--- src/rtl/pwr_dom_seq_pkg.sv ---
package pwr_dom_seq_pkg;

  typedef enum logic [1:0] {
    ST_IDLE,
    ST_STEP,
    ST_WAIT
  } seq_st_e;

  typedef enum logic [1:0] {
    STEP_PWR,
    STEP_RST,
    STEP_ISO,
    STEP_NONE
  } step_e;

  localparam logic [1:0] IDX_NONE = 2'd3;

  // up: power, reset, isolation; down: isolation, reset, power
  function automatic step_e step_of(input logic up, input logic [1:0] idx);
    step_e s;
    case (idx)
      2'd0:    s = up ? STEP_PWR : STEP_ISO;
      2'd1:    s = STEP_RST;
      2'd2:    s = up ? STEP_ISO : STEP_PWR;
      default: s = STEP_NONE;
    endcase
    return s;
  endfunction

  function automatic logic step_present(input logic up, input logic has_rst,
                                        input logic has_iso, input logic [1:0] idx);
    step_e s;
    s = step_of(up, idx);
    return (s == STEP_PWR) || (s == STEP_RST && has_rst) || (s == STEP_ISO && has_iso);
  endfunction

  // first present step at or after idx 'from'
  function automatic logic [1:0] next_present(input logic up, input logic has_rst,
                                              input logic has_iso, input logic [2:0] from);
    logic [1:0] r;
    r = IDX_NONE;
    for (int i = 2; i >= 0; i--) begin
      if (3'(i) >= from && step_present(up, has_rst, has_iso, 2'(i))) r = 2'(i);
    end
    return r;
  endfunction

endpackage

--- src/rtl/pwr_dom_seq_ctrl.sv ---
module pwr_dom_seq_ctrl
  import pwr_dom_seq_pkg::*;
#(
  parameter int NUM_DOM = 3,
  parameter int DLY_W   = 8,
  localparam int DOM_W  = (NUM_DOM > 1) ? $clog2(NUM_DOM) : 1
) (
  input  logic               clk_i,
  input  logic               rst_ni,
  input  logic               req_valid_i,
  input  logic [DOM_W-1:0]   req_dom_i,
  input  logic               req_on_i,
  input  logic [DLY_W-1:0]   delay_i,
  input  logic [NUM_DOM-1:0] has_rst_i,
  input  logic [NUM_DOM-1:0] has_iso_i,
  output logic               apply_o,
  output step_e              step_o,
  output logic [DOM_W-1:0]   dom_o,
  output logic               up_o,
  output logic               busy_o,
  output logic               done_o
);

  seq_st_e          st_q, st_d;
  logic [DOM_W-1:0] dom_q;
  logic             up_q;
  logic [DLY_W-1:0] dly_q, cnt_q;
  logic [1:0]       idx_q;
  logic             done_q;
  logic             dom_ok, accept;
  logic [1:0]       first_idx, nxt_idx;

  assign dom_ok    = int'(req_dom_i) < NUM_DOM;
  assign accept    = (st_q == ST_IDLE) && req_valid_i && dom_ok;
  assign first_idx = next_present(req_on_i, has_rst_i[req_dom_i], has_iso_i[req_dom_i], 3'd0);
  assign nxt_idx   = next_present(up_q, has_rst_i[dom_q], has_iso_i[dom_q], {1'b0, idx_q} + 3'd1);

  always_comb begin
    st_d = st_q;
    case (st_q)
      ST_IDLE: if (accept) st_d = ST_STEP;
      ST_STEP: begin
        if (nxt_idx == IDX_NONE)  st_d = ST_IDLE;
        else if (dly_q != '0)     st_d = ST_WAIT;
      end
      ST_WAIT: if (cnt_q == '0) st_d = ST_STEP;
      default: st_d = ST_IDLE;
    endcase
  end

  always_ff @(posedge clk_i or negedge rst_ni) begin
    if (!rst_ni) begin
      st_q   <= ST_IDLE;
      dom_q  <= '0;
      up_q   <= 1'b0;
      dly_q  <= '0;
      cnt_q  <= '0;
      idx_q  <= '0;
      done_q <= 1'b0;
    end else begin
      st_q   <= st_d;
      done_q <= (st_q == ST_STEP) && (nxt_idx == IDX_NONE);
      if (accept) begin
        dom_q <= req_dom_i;
        up_q  <= req_on_i;
        dly_q <= delay_i;
        idx_q <= first_idx;
      end
      if (st_q == ST_STEP && nxt_idx != IDX_NONE) begin
        idx_q <= nxt_idx;
        if (dly_q != '0) cnt_q <= dly_q - 1'b1;
      end
      if (st_q == ST_WAIT && cnt_q != '0) cnt_q <= cnt_q - 1'b1;
    end
  end

  assign apply_o = (st_q == ST_STEP);
  assign step_o  = step_of(up_q, idx_q);
  assign dom_o   = dom_q;
  assign up_o    = up_q;
  assign busy_o  = (st_q != ST_IDLE);
  assign done_o  = done_q;

  AST_DONE_ONE_CYCLE: assert property (@(posedge clk_i) disable iff (!rst_ni)
    done_o |=> !done_o);
  AST_BUSY_FALL_DONE: assert property (@(posedge clk_i) disable iff (!rst_ni)
    $fell(busy_o) |-> done_o);
  AST_BUSY_HOLDS_REQ: assert property (@(posedge clk_i) disable iff (!rst_ni)
    busy_o |=> $stable(dom_q) && $stable(up_q));
  AST_BAD_DOM_IGNORED: assert property (@(posedge clk_i) disable iff (!rst_ni)
    (!busy_o && req_valid_i && !dom_ok) |=> !busy_o);

endmodule

--- src/rtl/pwr_dom_seq_regs.sv ---
module pwr_dom_seq_regs
  import pwr_dom_seq_pkg::*;
#(
  parameter int NUM_DOM = 3,
  parameter int PWR_W   = 8,
  parameter int RST_W   = 32,
  parameter int ISO_W   = 8,
  parameter logic [NUM_DOM-1:0][PWR_W-1:0] PWR_MASKS = '0,
  parameter logic [NUM_DOM-1:0][RST_W-1:0] RST_MASKS = '0,
  parameter logic [NUM_DOM-1:0][ISO_W-1:0] ISO_MASKS = '0,
  parameter logic [PWR_W-1:0] PWR_INIT = '1,
  localparam int DOM_W = (NUM_DOM > 1) ? $clog2(NUM_DOM) : 1
) (
  input  logic               clk_i,
  input  logic               rst_ni,
  input  logic               apply_i,
  input  step_e              step_i,
  input  logic [DOM_W-1:0]   dom_i,
  input  logic               up_i,
  output logic [NUM_DOM-1:0] has_rst_o,
  output logic [NUM_DOM-1:0] has_iso_o,
  output logic [PWR_W-1:0]   pwr_o,
  output logic [RST_W-1:0]   rst_o,
  output logic [ISO_W-1:0]   iso_o,
  output logic [NUM_DOM-1:0] dom_on_o
);

  logic [PWR_W-1:0] pwr_q, pm;
  logic [RST_W-1:0] rst_q, rm;
  logic [ISO_W-1:0] iso_q, im;

  for (genvar g = 0; g < NUM_DOM; g++) begin : g_dom
    assign has_rst_o[g] = |RST_MASKS[g];
    assign has_iso_o[g] = |ISO_MASKS[g];
    assign dom_on_o[g]  = ~|(pwr_q & PWR_MASKS[g]);
  end

  assign pm = PWR_MASKS[dom_i];
  assign rm = RST_MASKS[dom_i];
  assign im = ISO_MASKS[dom_i];

  always_ff @(posedge clk_i or negedge rst_ni) begin
    if (!rst_ni) begin
      pwr_q <= PWR_INIT;
      rst_q <= '0;
      iso_q <= '0;
    end else if (apply_i) begin
      case (step_i)
        STEP_PWR: pwr_q <= up_i ? (pwr_q & ~pm) : (pwr_q | pm);
        STEP_RST: rst_q <= up_i ? (rst_q | rm) : (rst_q & ~rm);
        STEP_ISO: iso_q <= up_i ? (iso_q | im) : (iso_q & ~im);
        default: ;
      endcase
    end
  end

  assign pwr_o = pwr_q;
  assign rst_o = rst_q;
  assign iso_o = iso_q;

  AST_ONE_WORD_PER_STEP: assert property (@(posedge clk_i) disable iff (!rst_ni)
    $countones({!$stable(pwr_q), !$stable(rst_q), !$stable(iso_q)}) <= 1);
  AST_HOLD_WHEN_IDLE: assert property (@(posedge clk_i) disable iff (!rst_ni)
    !apply_i |=> $stable(pwr_q) && $stable(rst_q) && $stable(iso_q));

endmodule

--- src/rtl/pwr_dom_seq.sv ---
module pwr_dom_seq
  import pwr_dom_seq_pkg::*;
#(
  parameter int NUM_DOM = 3,
  parameter int PWR_W   = 8,
  parameter int RST_W   = 32,
  parameter int ISO_W   = 8,
  parameter int DLY_W   = 8,
  parameter logic [NUM_DOM-1:0][PWR_W-1:0] PWR_MASKS = {8'h10, 8'h04, 8'h08},
  parameter logic [NUM_DOM-1:0][RST_W-1:0] RST_MASKS = {32'h0, 32'h0004_0000, 32'h0001_0000},
  parameter logic [NUM_DOM-1:0][ISO_W-1:0] ISO_MASKS = {8'h00, 8'h02, 8'h01},
  parameter logic [PWR_W-1:0] PWR_INIT = 8'h1C,
  localparam int DOM_W = (NUM_DOM > 1) ? $clog2(NUM_DOM) : 1
) (
  input  logic               clk_i,
  input  logic               rst_ni,
  input  logic               req_valid_i,
  input  logic [DOM_W-1:0]   req_dom_i,
  input  logic               req_on_i,
  input  logic [DLY_W-1:0]   delay_i,
  output logic [PWR_W-1:0]   pwr_o,
  output logic [RST_W-1:0]   rst_o,
  output logic [ISO_W-1:0]   iso_o,
  output logic [NUM_DOM-1:0] dom_on_o,
  output logic               busy_o,
  output logic               done_o
);

  logic               apply;
  step_e              step;
  logic [DOM_W-1:0]   dom;
  logic               up;
  logic [NUM_DOM-1:0] has_rst, has_iso;

  pwr_dom_seq_ctrl #(
    .NUM_DOM(NUM_DOM),
    .DLY_W  (DLY_W)
  ) u_ctrl (
    .clk_i      (clk_i),
    .rst_ni     (rst_ni),
    .req_valid_i(req_valid_i),
    .req_dom_i  (req_dom_i),
    .req_on_i   (req_on_i),
    .delay_i    (delay_i),
    .has_rst_i  (has_rst),
    .has_iso_i  (has_iso),
    .apply_o    (apply),
    .step_o     (step),
    .dom_o      (dom),
    .up_o       (up),
    .busy_o     (busy_o),
    .done_o     (done_o)
  );

  pwr_dom_seq_regs #(
    .NUM_DOM  (NUM_DOM),
    .PWR_W    (PWR_W),
    .RST_W    (RST_W),
    .ISO_W    (ISO_W),
    .PWR_MASKS(PWR_MASKS),
    .RST_MASKS(RST_MASKS),
    .ISO_MASKS(ISO_MASKS),
    .PWR_INIT (PWR_INIT)
  ) u_regs (
    .clk_i    (clk_i),
    .rst_ni   (rst_ni),
    .apply_i  (apply),
    .step_i   (step),
    .dom_i    (dom),
    .up_i     (up),
    .has_rst_o(has_rst),
    .has_iso_o(has_iso),
    .pwr_o    (pwr_o),
    .rst_o    (rst_o),
    .iso_o    (iso_o),
    .dom_on_o (dom_on_o)
  );

  AST_DONE_AFTER_STEP: assert property (@(posedge clk_i) disable iff (!rst_ni)
    done_o |-> $past(apply));

endmodule

--- config.mk ---
export PLATFORM = sky130hd
export DESIGN_NAME = pwr_dom_seq
export DESIGN_NICKNAME = d
export VERILOG_FILES = /design/src/rtl/pwr_dom_seq_pkg.sv /design/src/rtl/pwr_dom_seq_ctrl.sv /design/src/rtl/pwr_dom_seq_regs.sv /design/src/rtl/pwr_dom_seq.sv
export SDC_FILE = /design/constraint.sdc
export NUM_CORES = 1
export LEC_CHECK = 0
export BUFFER_PORTS_ARGS = -buffer_cell sky130_fd_sc_hd__buf_2
export CAP_MARGIN = 20
export CORE_MARGIN = 2
export CORE_UTILIZATION = 49
export CTS_CLUSTER_SIZE = 8
export DETAILED_ROUTE_END_ITERATION = 6
export HOLD_SLACK_MARGIN = 0.06
export PLACE_DENSITY = 0.85
export SYNTH_ARGS = -nofsm -noshare
export SYNTH_HDL_FRONTEND = slang
export SYNTH_HIERARCHICAL = 1
export SYNTH_SLANG_ARGS = --single-unit
--- constraint.sdc ---
create_clock -name clk_i -period 2 [get_ports clk_i]
set_input_delay 0.2 -clock clk_i [delete_from_list [all_inputs] [get_ports clk_i]]
set_output_delay 0.2 -clock clk_i [all_outputs]
set_load 0.01 [all_outputs]
==> results, run 1 <==
- The flow ran to the end, and the final reports show no timing, DRC or antenna violations.
- The share of layout cells above drive strength 1 is 44.2%.
- The setup clock skew after layout is 0.00917 ns.
- In this run the worst hold path is classified as in -> reg.
- Setup violations remaining at the end of the flow were counted as 0.
- Total power for the finished layout comes to 5.22 mW.
- The number of detailed-route iterations in the first pass is 4.
- The post-route worst setup slack is 0.0445 ns.
- Port buffering added 66 buffers.
- The number of antenna repair diodes is 0.
- After clock tree synthesis, the clock-pin slew on the worst setup and hold paths is 0.07 ns.
- The sequential share of the synthesized area is 57.8%.
- The layout overhead on the synthesized area is 18.3%.
- The worst setup path is captured at a flip-flop.
- The signal on the critical path passes through nor3_4 > a31oi_4 > mux2i_1 > ha_2 > o221ai_4 > o21ai_1 > a21oi_1 > a211oi_1.
- The count of cell types in the netlist is 59.
- The number of synthesized flops with an enable pin is 0.
- The first global-routing pass estimated 9670 um of wire.
- The horizontal die dimension is 83.9 um.
- The maximum clock frequency is 511 MHz.
- The startpoint type of the worst setup path is a flip-flop.
- The number of buffers created by CTS is 9.
- The remaining antenna violation count after routing is 0.
- At the placement stage, the worst setup path has a slack of 0.0379 ns.
- Clock tree synthesis selected as its root buffer the cell sky130_fd_sc_hd__clkbuf_8.
- The die is 83.9 um tall.
- The number of max-cap violations is 0.
- In the global route stage, overall resource usage came out at 17.5%.
- For the pin with the worst max-slew slack, the measured transition is 0.557 ns.
- Setup repair after global routing could not meet its margin everywhere.
- In this run the count of I/O pins placed on the die edge is 67.
- The clock sink count is 72.
- The routed design could run at a clock period as short as 1.96 ns.
- After synthesis the netlist holds a flip-flop and latch count of 72.
- The last weighted congestion value of the routability-driven placer is 0.928.
- In this run, placement finished with an instance count of 377.
- The floorplan step defined a core boundary enclosing 0.00624 sq mm.
- The final critical path takes up 97.8% of the cycle.
- Summed over all layers, the routed wires come to 5820 um.
- The layout net count is 330.
- At the worst endpoint, the required time is 2.24 ns.
- In the routed layout, each cell is associated on average with a via count of 5.10.
- The largest single stage delay on the critical path is 0.47 ns.
- Row generation in the floorplan step produced 29 rows.
- TritonCTS built the clock tree.
- By area the synthesized netlist is led by sky130_fd_sc_hd__dfrtp_1, sky130_fd_sc_hd__clkbuf_1, sky130_fd_sc_hd__mux2_2.
- The async set-reset flop share out of synthesis is 100%.
- The area of the mapped netlist is 0.00312 sq mm.
- The type of the setup path with the least slack is reg -> reg.
- The total power density per cell area is 1410 mW/mm^2.
- The most numerous cell in the Yosys netlist is sky130_fd_sc_hd__dfrtp_1.
- The number of max-slew violations in the final report is 0.
- Summing all multi-input logic gate instances after layout gives 0.00112 sq mm.
- The routed via count is 2020.
- For the worst-skew pair, the clock arrives at the later sink with an insertion delay of 0.34 ns.
- The largest voltage drop on the vdd net is 720 uV.
- No sink is reached through more buffers than the 2 on the longest clock path.
- In this run the worst path has a maximum fanout of 5.
- After synthesis, the most frequently instantiated cells are sky130_fd_sc_hd__dfrtp_1, sky130_fd_sc_hd__clkbuf_1, sky130_fd_sc_hd__nor2_1.
- The number of antenna violations at the first check in global routing was 0.
- The via count of the first global-routing pass came to 2064.
- The residual overflow from global routing is 0.
- The wire-length estimate of the detail-placed layout is 4160 um.
- The commonest register cell after synthesis is sky130_fd_sc_hd__dfrtp_1.
- The number of H-tree levels is 3.
- The largest total area in the synthesized netlist belongs to sky130_fd_sc_hd__dfrtp_1.
- The leakage power summed over all cells is 1.88 nW.
- The count of yosys warnings during synthesis is 6.
- Registers take 0.00181 sq mm.
- Data on the critical path arrives at its endpoint at 2.20 ns.
- The worst-case headroom to the max-slew limit is 62.9%.
- The starting density of the core is 50.1%.
- Excluding fillers, the count of instances in the completed layout stands at 396.
- The synthesized netlist cell count is 271.
- The remaining routing DRC violations is 0.
- The final-report hold violation count came to 0.
- Averaged over all synthesized cells, the footprint is 11.5 sq um.
- Dividing the detail-routed wire length by the instance count gives 14.7 um.
- The count of filler cells inserted in the layout is 488.
- The critical-path cell with the highest stage delay is sky130_fd_sc_hd__dfrtp_1.
- The share of synthesized area in the top cell type comes to 55.3%.
- The maximum number of pins on one net before global-route repair is 50.
- The floorplan die area is 0.00703 sq mm.
- After the first detailed-routing iteration, the DRC count stood at 135.
power breakdown:
part / total (mW) / leakage (nW) / internal [mW] / switching (mW)
Combinational: 2.01 / 0.851 / 0.941 / 1.07
Clock: 1.07 / 0.0948 / 0.564 / 0.510
Sequential: 2.13 / 0.937 / 1.77 / 0.359
Total: 5.22 / 1.88 / 3.28 / 1.94
path summary, 6_finish.rpt:
check | cells after the start | from | to | slack [ns]
max | 8 | u_ctrl/cnt_q[6] | u_ctrl/cnt_q[6] | 0.04
min | 2 | delay_i[2] | u_ctrl/dly_q[2] | 0.1
max reg2reg | 8 | u_ctrl/cnt_q[6] | u_ctrl/cnt_q[6] | 0.04
min reg2reg | 0 | u_regs/rst_o[11] | u_regs/rst_o[11] | 0.37
max in group asynchronous | 3 | rst_ni | u_ctrl/cnt_q[3] | 0.96
min in group asynchronous | 2 | rst_ni | u_regs/rst_o[8] | 0.38
state kept, by name, indices dropped and copies added, names as in the netlist, named ones only:
name,flops
u_ctrl/cnt_q,8
u_ctrl/dly_q,8
u_ctrl/dom_o,2
u_ctrl/done_o,1
u_ctrl/idx_q,2
u_ctrl/st_q,2
u_ctrl/up_o,1
u_regs/iso_o,6
u_regs/pwr_o,5
u_regs/rst_o,30
placed cells by master (no fill, tap or decap), types with 4 or more instances in the layout:
cell type	instances
sky130_fd_sc_hd__inv_1	7
sky130_fd_sc_hd__buf_2	66
sky130_fd_sc_hd__buf_4	13
sky130_fd_sc_hd__mux2_1	4
sky130_fd_sc_hd__nor2_1	20
sky130_fd_sc_hd__nand3b_1	5
sky130_fd_sc_hd__a21oi_1	5
sky130_fd_sc_hd__clkbuf_8	9
sky130_fd_sc_hd__mux2_2	12
sky130_fd_sc_hd__mux2i_1	9
sky130_fd_sc_hd__conb_1	6
sky130_fd_sc_hd__o21ai_0	6
sky130_fd_sc_hd__nand2_1	10
sky130_fd_sc_hd__a31oi_1	4
sky130_fd_sc_hd__dfrtp_1	67
cells by family after synthesis:
kind of cell | after synthesis | share of synthesized area [%]
XOR/XNOR | 3 | 0.841
buffers and inverters | 59 | 8.25
adder cells (fa/ha/maj) | 1 | 0.400
AO/OA/AOI/OAI | 44 | 11.7
AND/OR/NAND/NOR | 65 | 12.1
flip-flops | 72 | 57.8
other | 2 | 0.240
multiplexers | 25 | 8.65
metrics by stage:
step	hold WS [ns]	util (%)	cell area, sq um	setup TNS, ns
after CTS	0.0840	58.7	3660	0
after global placement	0.211	55.6	3470	0
after floorplan	-0.0956	-	3180	-0.0279
after global routing	0.0882	59.2	3690	-0.0798
after detailed placement	0.228	55.6	3470	0
final	0.0998	59.2	3690	0
repair_timing:
action / CTS / global route
hold endpoints to repair: 20 / 0
gates resized for setup: 0 / 4
buffers inserted: 0 / 3
endpoints found under the setup margin: 0 / 3
hold buffers: 1 / 0
worst max-delay path, delay by kind of cell (launching register included):
kind / cells / cell delay [ns]
compound gates: 5 / 0.81
flops: 1 / 0.47
mux: 1 / 0.26
fa+ha+maj: 1 / 0.25
simple gates: 1 / 0.07
routing by layer:
layer | share of wire [%] | GRT usage, %
met3 | 6.0 | 4.55
met4 | 2.0 | 8.65
met1 | 44 | 23.1
met2 | 48 | 26.9
met5 | 0 | 0
area by class of cell:
type                       instances  share of cell area, %
sequential                        72                   48.9
clock inverter                     6                   1.66
timing repair buffer              81                   12.4
clock buffer                       9                   3.35
tap                               77                   2.61
multi-input combinational        144                   30.3
inverter                           7                  0.711
Note: power is estimated with default switching activity, not from simulation.
==> run 2: changes to the inputs <==
--- a/config.mk
+++ b/config.mk
@@ -12,8 +12,10 @@
 export CTS_CLUSTER_SIZE = 8
 export DETAILED_ROUTE_END_ITERATION = 6
 export HOLD_SLACK_MARGIN = 0.06
+export MAX_ROUTING_LAYER = met4
 export PLACE_DENSITY = 0.85
 export SYNTH_ARGS = -nofsm -noshare
 export SYNTH_HDL_FRONTEND = slang
 export SYNTH_HIERARCHICAL = 1
 export SYNTH_SLANG_ARGS = --single-unit
+export TNS_END_PERCENT = 10
==> constraint.sdc (replaced) <==
create_clock -name clk_i -period 2 [get_ports clk_i]
set_input_delay 0.2 -clock clk_i [delete_from_list [all_inputs] [get_ports clk_i]]
set_output_delay 0.2 -clock clk_i [all_outputs]
set_load 0.005 [all_outputs]
==> results, run 2 (same netlist as run 1, synthesis figures left out) <==
- The number of placed I/O pins is 67.
- The worst min-delay path class is in -> reg.
- The critical-path cell with the highest stage delay is sky130_fd_sc_hd__dfrtp_1.
- The final worst hold slack is 0.100 ns.
- After routing, the total negative slack on setup checks comes to 0 ns.
- The highest fanout seen on the critical path is 5.
- The tree built by TritonCTS fans out to 72 sinks.
- Leaving out fill and tap cells, the most frequent cell in the layout is sky130_fd_sc_hd__dfrtp_1.
- The number of flip-flops under the largest register name is 30.
- TritonCTS built the clock tree.
- The worst-case headroom to the max-slew limit is 62.9%.
- For the pin with the worst max-slew slack, the measured transition is 0.556 ns.
- Counting the buffers created by CTS gives 9.
- The vertical die dimension is 83.9 um.
- The startpoint identified for the worst register-to-register timing path is u_ctrl/cnt_q[6].
- The average wire per cell in the routed design is 14.7 um.
- The floorplan step defined a core boundary enclosing 0.00624 sq mm.
- The type of the setup path with the least slack is reg -> reg.
- Buffers placed on the I/O ports in this run total 66.
- The post-detailed-placement half-perimeter wirelength is 4160 um.
- The repair_antennas step left the layout with diodes totalling 0.
- Setup repair after global routing could not meet its margin everywhere.
- The maximum clock path buffer count is 2.
- Overall power consumption after layout is estimated at 5.17 mW.
- Measured in cells, the most critical reg-to-reg path has a length of 8.
- The total power density per cell area is 1400 mW/mm^2.
- In the final layout, the share of cells above drive strength 1 is 44.2%.
- The layout net count is 330.
- The clock period minus worst slack is 1.95 ns.
- The global-route wire length before repair is 9650 um.
- The floorplan has 29 rows.
- After layout, the worst setup slack is 0.0501 ns.
- The total overflow left after global routing is 0.
- Clock-pin slew was measured on the worst setup and hold paths at 0.07 ns.
- In the routed design, unresolved DRC markers number 0.
- Entering global routing, the biggest net connects 50 pins.
- The number of max-cap violations is 0.
- The floorplan die area is 0.00703 sq mm.
- The count of filler cells inserted in the layout is 488.
- The number of H-tree levels is 3.
- The horizontal die dimension is 83.9 um.
- The clock arrives with 0.0107 ns of skew.
- The tree is rooted in a sky130_fd_sc_hd__clkbuf_8.
- Counting tap cells, the placed design contains a total of 377 instances.
- The flow ran to the end, and the final reports show no timing, DRC or antenna violations.
- STA classifies the critical path endpoint as a flip-flop.
- On the worst path, the slowest cell contributes a delay of 0.45 ns.
- The worst register-to-register path ends at u_ctrl/cnt_q[6].
- STA classifies the critical path startpoint as a flip-flop.
- The worst hold path begins at delay_i[2].
- The number of cells in the finished layout apart from fillers is 396.
- Setup violations remaining at the end of the flow were counted as 0.
- The path with the worst hold slack has its endpoint at u_ctrl/dly_q[2].
- The critical path goes through nor3_4 > a31oi_4 > mux2i_1 > ha_2 > o221ai_4 > o21ai_1 > a21oi_1 > a211oi_1.
- The number of buffers and inverters on the critical path is 0.
- At the end of the flow the core is filled with cells to 59.2%.
- The placed instances occupy a cell area of 0.00347 sq mm.
- The layout overhead on the synthesized area is 18.3%.
- Data arrives at the worst endpoint at 2.19 ns.
- In this run the register-to-register setup slack is 0.05 ns.
- The remaining antenna violation count after routing is 0.
- Once the floorplan was initialized, standard cells occupied 50.1% of the core.
- The final standard cell area without fillers is 0.00369 sq mm.
- The final-report hold violation count is 0.
- The number of antenna violations at the first check in global routing came to 0.
- The clock latency on the worst-skew pair is 0.34 ns.
- The first-iteration detailed-routing DRC count is 146.
- The number of detailed-route iterations in the first pass is 5.
- The dominant delay contributor by cell family on the critical path is compound AO/OA/AOI/OAI gates.
- The via count of the first global-routing pass is 2066.
- The worst slack after detailed placement is 0.0379 ns.
- Across every metal layer, demand over resource in global routing totals 17.9%.
- The worst hold path stage count is 2.
- Using the TritonRoute via totals, the vias-per-cell ratio works out to 5.13.
- In the layout the commonest cells are sky130_fd_sc_hd__dfrtp_1, sky130_fd_sc_hd__buf_2, sky130_fd_sc_hd__nor2_1, sky130_fd_sc_hd__buf_4, sky130_fd_sc_hd__mux2_2.
- The routed via count is 2030.
- The period utilization is 97.5%.
- The last weighted congestion value of the routability-driven placer is 0.944.
- IR analysis of the VDD net gives a maximum drop of 720 uV.
- The aggregate routed wire length is 5840 um.
- For this design the static power due to leakage is 1.88 nW.
- Static timing analysis puts the maximum clock frequency at 513 MHz.
- The worst endpoint required time is 2.24 ns.
- The number of max-slew violations in the final report is 0.
==> run 2: where the power goes <==
group	internal (mW)	switching [mW]	total [mW]
registers	1.77	0.360	2.13
logic	0.939	1.03	1.97
clock network	0.564	0.510	1.07
==> run 2: worst max-delay path by stage <==
stage	slack (ns)	cells after the start	endpoint	from
floorplan	-0.03	10	u_ctrl/cnt_q[6]	u_ctrl/st_q[0]
global placement	0.13	8	u_ctrl/cnt_q[6]	u_ctrl/cnt_q[6]
detailed placement	0.04	8	u_ctrl/cnt_q[6]	u_ctrl/cnt_q[4]
CTS	0.002	8	u_ctrl/cnt_q[6]	u_ctrl/cnt_q[6]
global route	-0.08	8	u_ctrl/cnt_q[6]	u_ctrl/cnt_q[3]
finish	0.05	8	u_ctrl/cnt_q[6]	u_ctrl/cnt_q[6]
==> run 2: cell type report <==
cell class	instances	area, sq um	area share, %
clock buffer	9	124	3.35
multi-input combinational	144	1120	30.3
clock inverter	6	61.3	1.66
inverter	7	26.3	0.711
sequential	72	1810	48.9
timing repair buffer	81	458	12.4
tap	77	96.3	2.61
==> run 2: timing repair <==
action,4_1_cts,5_1_grt
setup endpoints to repair,0,3
hold buffers,1,0
resized for setup,0,4
endpoints found under the hold margin,20,0
setup buffers,0,3
==> run 2: routing by layer <==
metal	global-route usage, %	vias up	part of all wire (%)
met5	-	-	0
met1	23.3	964	45
met2	26.9	78	48
met4	8.65	0	1.9
met3	3.86	10	5.5
li1	-	978	-
==> run 2: worst register-to-register path, stage by stage, from the launching register on <==
cell and delay (ns):
sky130_fd_sc_hd__dfrtp_1 0.45, sky130_fd_sc_hd__nor3_4 0.07, sky130_fd_sc_hd__a31oi_4 0.25, sky130_fd_sc_hd__mux2i_1 0.26, sky130_fd_sc_hd__ha_2 0.26, sky130_fd_sc_hd__o221ai_4 0.14, sky130_fd_sc_hd__o21ai_1 0.16, sky130_fd_sc_hd__a21oi_1 0.08
sky130_fd_sc_hd__a211oi_1 0.19
==> run 3: changes to the inputs <==
--- a/config.mk
+++ b/config.mk
@@ -5,15 +5,14 @@
 export SDC_FILE = /design/constraint.sdc
 export NUM_CORES = 1
 export LEC_CHECK = 0
-export BUFFER_PORTS_ARGS = -buffer_cell sky130_fd_sc_hd__buf_2
 export CAP_MARGIN = 20
 export CORE_MARGIN = 2
-export CORE_UTILIZATION = 49
-export CTS_CLUSTER_SIZE = 8
+export CORE_UTILIZATION = 50
 export DETAILED_ROUTE_END_ITERATION = 6
+export DONT_BUFFER_PORTS = 1
 export HOLD_SLACK_MARGIN = 0.06
 export MAX_ROUTING_LAYER = met4
-export PLACE_DENSITY = 0.85
+export PLACE_DENSITY = 0.77
 export SYNTH_ARGS = -nofsm -noshare
 export SYNTH_HDL_FRONTEND = slang
 export SYNTH_HIERARCHICAL = 1
==> results, run 3 (same netlist as run 1, synthesis figures left out) <==
- The flow ran to the end, and the final reports show no timing, DRC or antenna violations.
- The number of buffers created by CTS is 9.
- The HPWL after detailed placement is 3850 um.
- Global routing finished with a remaining overflow of 0.
- The placeable core region is 0.00599 sq mm.
- The number of flip-flops under the largest register name is 30.
- Setup violations remaining at the end of the flow were counted as 0.
- The initial utilization of the core area, before any placement, comes to 52.2%.
- For the finished layout, the period the worst path requires is 1.93 ns.
- For this run, the share of the core covered by cells in the final layout is 58.9%.
- The H-tree was split into 3 levels.
- STA classifies the critical path endpoint as a flip-flop.
- The congestion estimate from routability-driven global placement came to 0.920.
- The post-route setup TNS is 0 ns.
- Of all nets on the critical path, the largest fanout is 5.
- The aggregate routed wire length is 5530 um.
- The startpoint type of the worst setup path is a flip-flop.
- The number of placed I/O pins is 67.
- The clock sink count is 72.
- The area of all sequential standard cells is 0.00181 sq mm.
- Clock-pin slew was measured on the worst setup and hold paths at 0.08 ns.
- The origin of the worst setup path is u_ctrl/cnt_q[4].
- The actual transition at the worst max-transition pin is 0.516 ns.
- In the final routed layout, each cell accounts on average for 16.4 um.
- The first-iteration detailed-routing DRC count is 129.
- Clock skew on the completed layout was measured at 0.0119 ns.
- The leakage power summed over all cells is 1.62 nW.
- The final-report hold violation count is 0.
- The die covers 0.00690 sq mm.
- The worst endpoint required time is 2.25 ns.
- The area growth from synthesis to layout is 12.9%.
- Across all layers, the routed design uses 1808 vias.
- TritonCTS built the clock tree.
- The horizontal die dimension is 83.0 um.
- The final worst hold slack is 0.102 ns.
- The beginning of the worst hold path is req_on_i.
- VDD sags by at most 763 uV.
- Leaving out fill and tap cells, the most frequent cell in the layout is sky130_fd_sc_hd__dfrtp_1.
- The startpoint of the most critical register-to-register path is u_ctrl/cnt_q[4].
- The total power density per cell area is 1530 mW/mm^2.
- With fillers left out, the area of the finished cells amounts to 0.00353 sq mm.
- Summing all placed instances gives a cell area of 0.00311 sq mm.
- The floorplan has 28 rows.
- The number of antenna repair diodes is 0.
- The vertical die dimension is 83.0 um.
- The footprint of the multi-input gates is 0.00112 sq mm.
- The remaining routing DRC violations is 0.
- The global-route wire length before repair is 9210 um.
- Entering global routing, the biggest net connects 73 pins.
- For this run, the post-layout net count is 273.
- The number of antenna violations at the first check in global routing was 0.
- The worst min-delay path class is in -> reg.
- The number of max-slew violations in the final report was 0.
- The later pin in the worst-skew pair is clocked with a latency of 0.34 ns.
- The ratio of routed vias to standard cells is 5.35.
- The tool flagged a number of max-cap violations equal to 0.
- The clock tree root buffer cell is sky130_fd_sc_hd__clkbuf_8.
- The remaining antenna violation count after routing is 0.
- The clock passes through at most 2 buffers.
- The total global-route track usage is 17.4%.
- The count of filler cells inserted in the layout is 440.
- The worst-case headroom to the max-slew limit is 65.3%.
- The via count of the first global-routing pass is 1897.
- Of the available clock period, the critical path in the final layout requires 96.4%.
- The port buffer count is 0.
- The library cells used most frequently in the layout, excluding fill and tap cells, are sky130_fd_sc_hd__dfrtp_1, sky130_fd_sc_hd__nor2_1, sky130_fd_sc_hd__dlygate4sd3_1, sky130_fd_sc_hd__mux2_2, sky130_fd_sc_hd__buf_4.
- The maximum clock frequency is 519 MHz.
- The worst setup path is of the reg -> reg kind.
- The data arrival time of the critical path is 2.17 ns.
- The share of layout cells above drive strength 1 is 27.8%.
- Setup repair after global routing could not meet its margin everywhere.
- The first detailed-routing pass ran for 4 iterations.
run 3: cell types whose count changed in the layout (fill, tap and decap cells not counted), sizes merged:
cell	change
inv	+2
dlygate4sd3	+11
bufinv	+2
clkinv	-3
buf	-68
run 3: area by class of cell:
cell class / instances / area share (%)
inverter: 7 / 0.745
clock buffer: 9 / 3.51
timing repair buffer: 24 / 6.52
clock inverter: 7 / 3.58
tap: 75 / 2.66
multi-input combinational: 144 / 31.8
sequential: 72 / 51.2
run 3: worst paths after layout:
check	endpoint	slack, ns	cells past startpoint
worst max-delay path	u_ctrl/cnt_q[6]	0.07	8
worst min-delay path	u_ctrl/idx_q[1]	0.10	2
worst max register to register	u_ctrl/cnt_q[6]	0.07	8
worst min register to register	u_regs/pwr_o[7]	0.40	0
max in group asynchronous	asynchronous set/reset pin	1.32	2
min in group asynchronous	u_regs/rst_o[2]	0.38	2
run 3: per-stage QoR:
stage	power, mW	worst slack, ns	std cells
floorplan	3.52	-0.0279	275
global placement	3.86	0.128	308
detailed placement	3.92	-0.00457	308
CTS	5.40	0.0359	338
global route	5.73	-0.0521	338
finish	5.39	0.0724	338
run 3: what timing repair did:
| action | 4_1_cts | 5_1_grt |
|---|---|---|
| setup buffers | 1 | 0 |
| hold buffers | 13 | 0 |
| hold endpoints to repair | 83 | 0 |
| endpoints found under the setup margin | 1 | 2 |
| resized for setup | 0 | 3 |
| pin swaps | 2 | 4 |
run 3: per-layer routing:
layer | share of wire [%] | wire length, um | global-route usage, % | vias to the layer above
li1 | - | - | - | 859
met1 | 45 | 2460 | 23.1 | 884
met2 | 49 | 2700 | 25.7 | 54
met3 | 5.0 | 278 | 4.37 | 11
met4 | 1.7 | 93 | 7.30 | 0
met5 | 0 | 0 | - | -
run 3: power breakdown:
group	internal, mW	switching, mW
sequential	1.77	0.370
combinational	0.884	0.980
clock	0.843	0.542
total	3.50	1.89
run 3: worst max-delay path, cell delays in order, from the launching register on:
cell and delay [ns]:
sky130_fd_sc_hd__dfrtp_1 0.45, sky130_fd_sc_hd__nor3_4 0.26, sky130_fd_sc_hd__a31oi_4 0.14, sky130_fd_sc_hd__mux2i_1 0.22
sky130_fd_sc_hd__ha_2 0.24, sky130_fd_sc_hd__o221ai_4 0.13, sky130_fd_sc_hd__o21ai_1 0.15, sky130_fd_sc_hd__a21oi_1 0.07
sky130_fd_sc_hd__a211oi_1 0.18
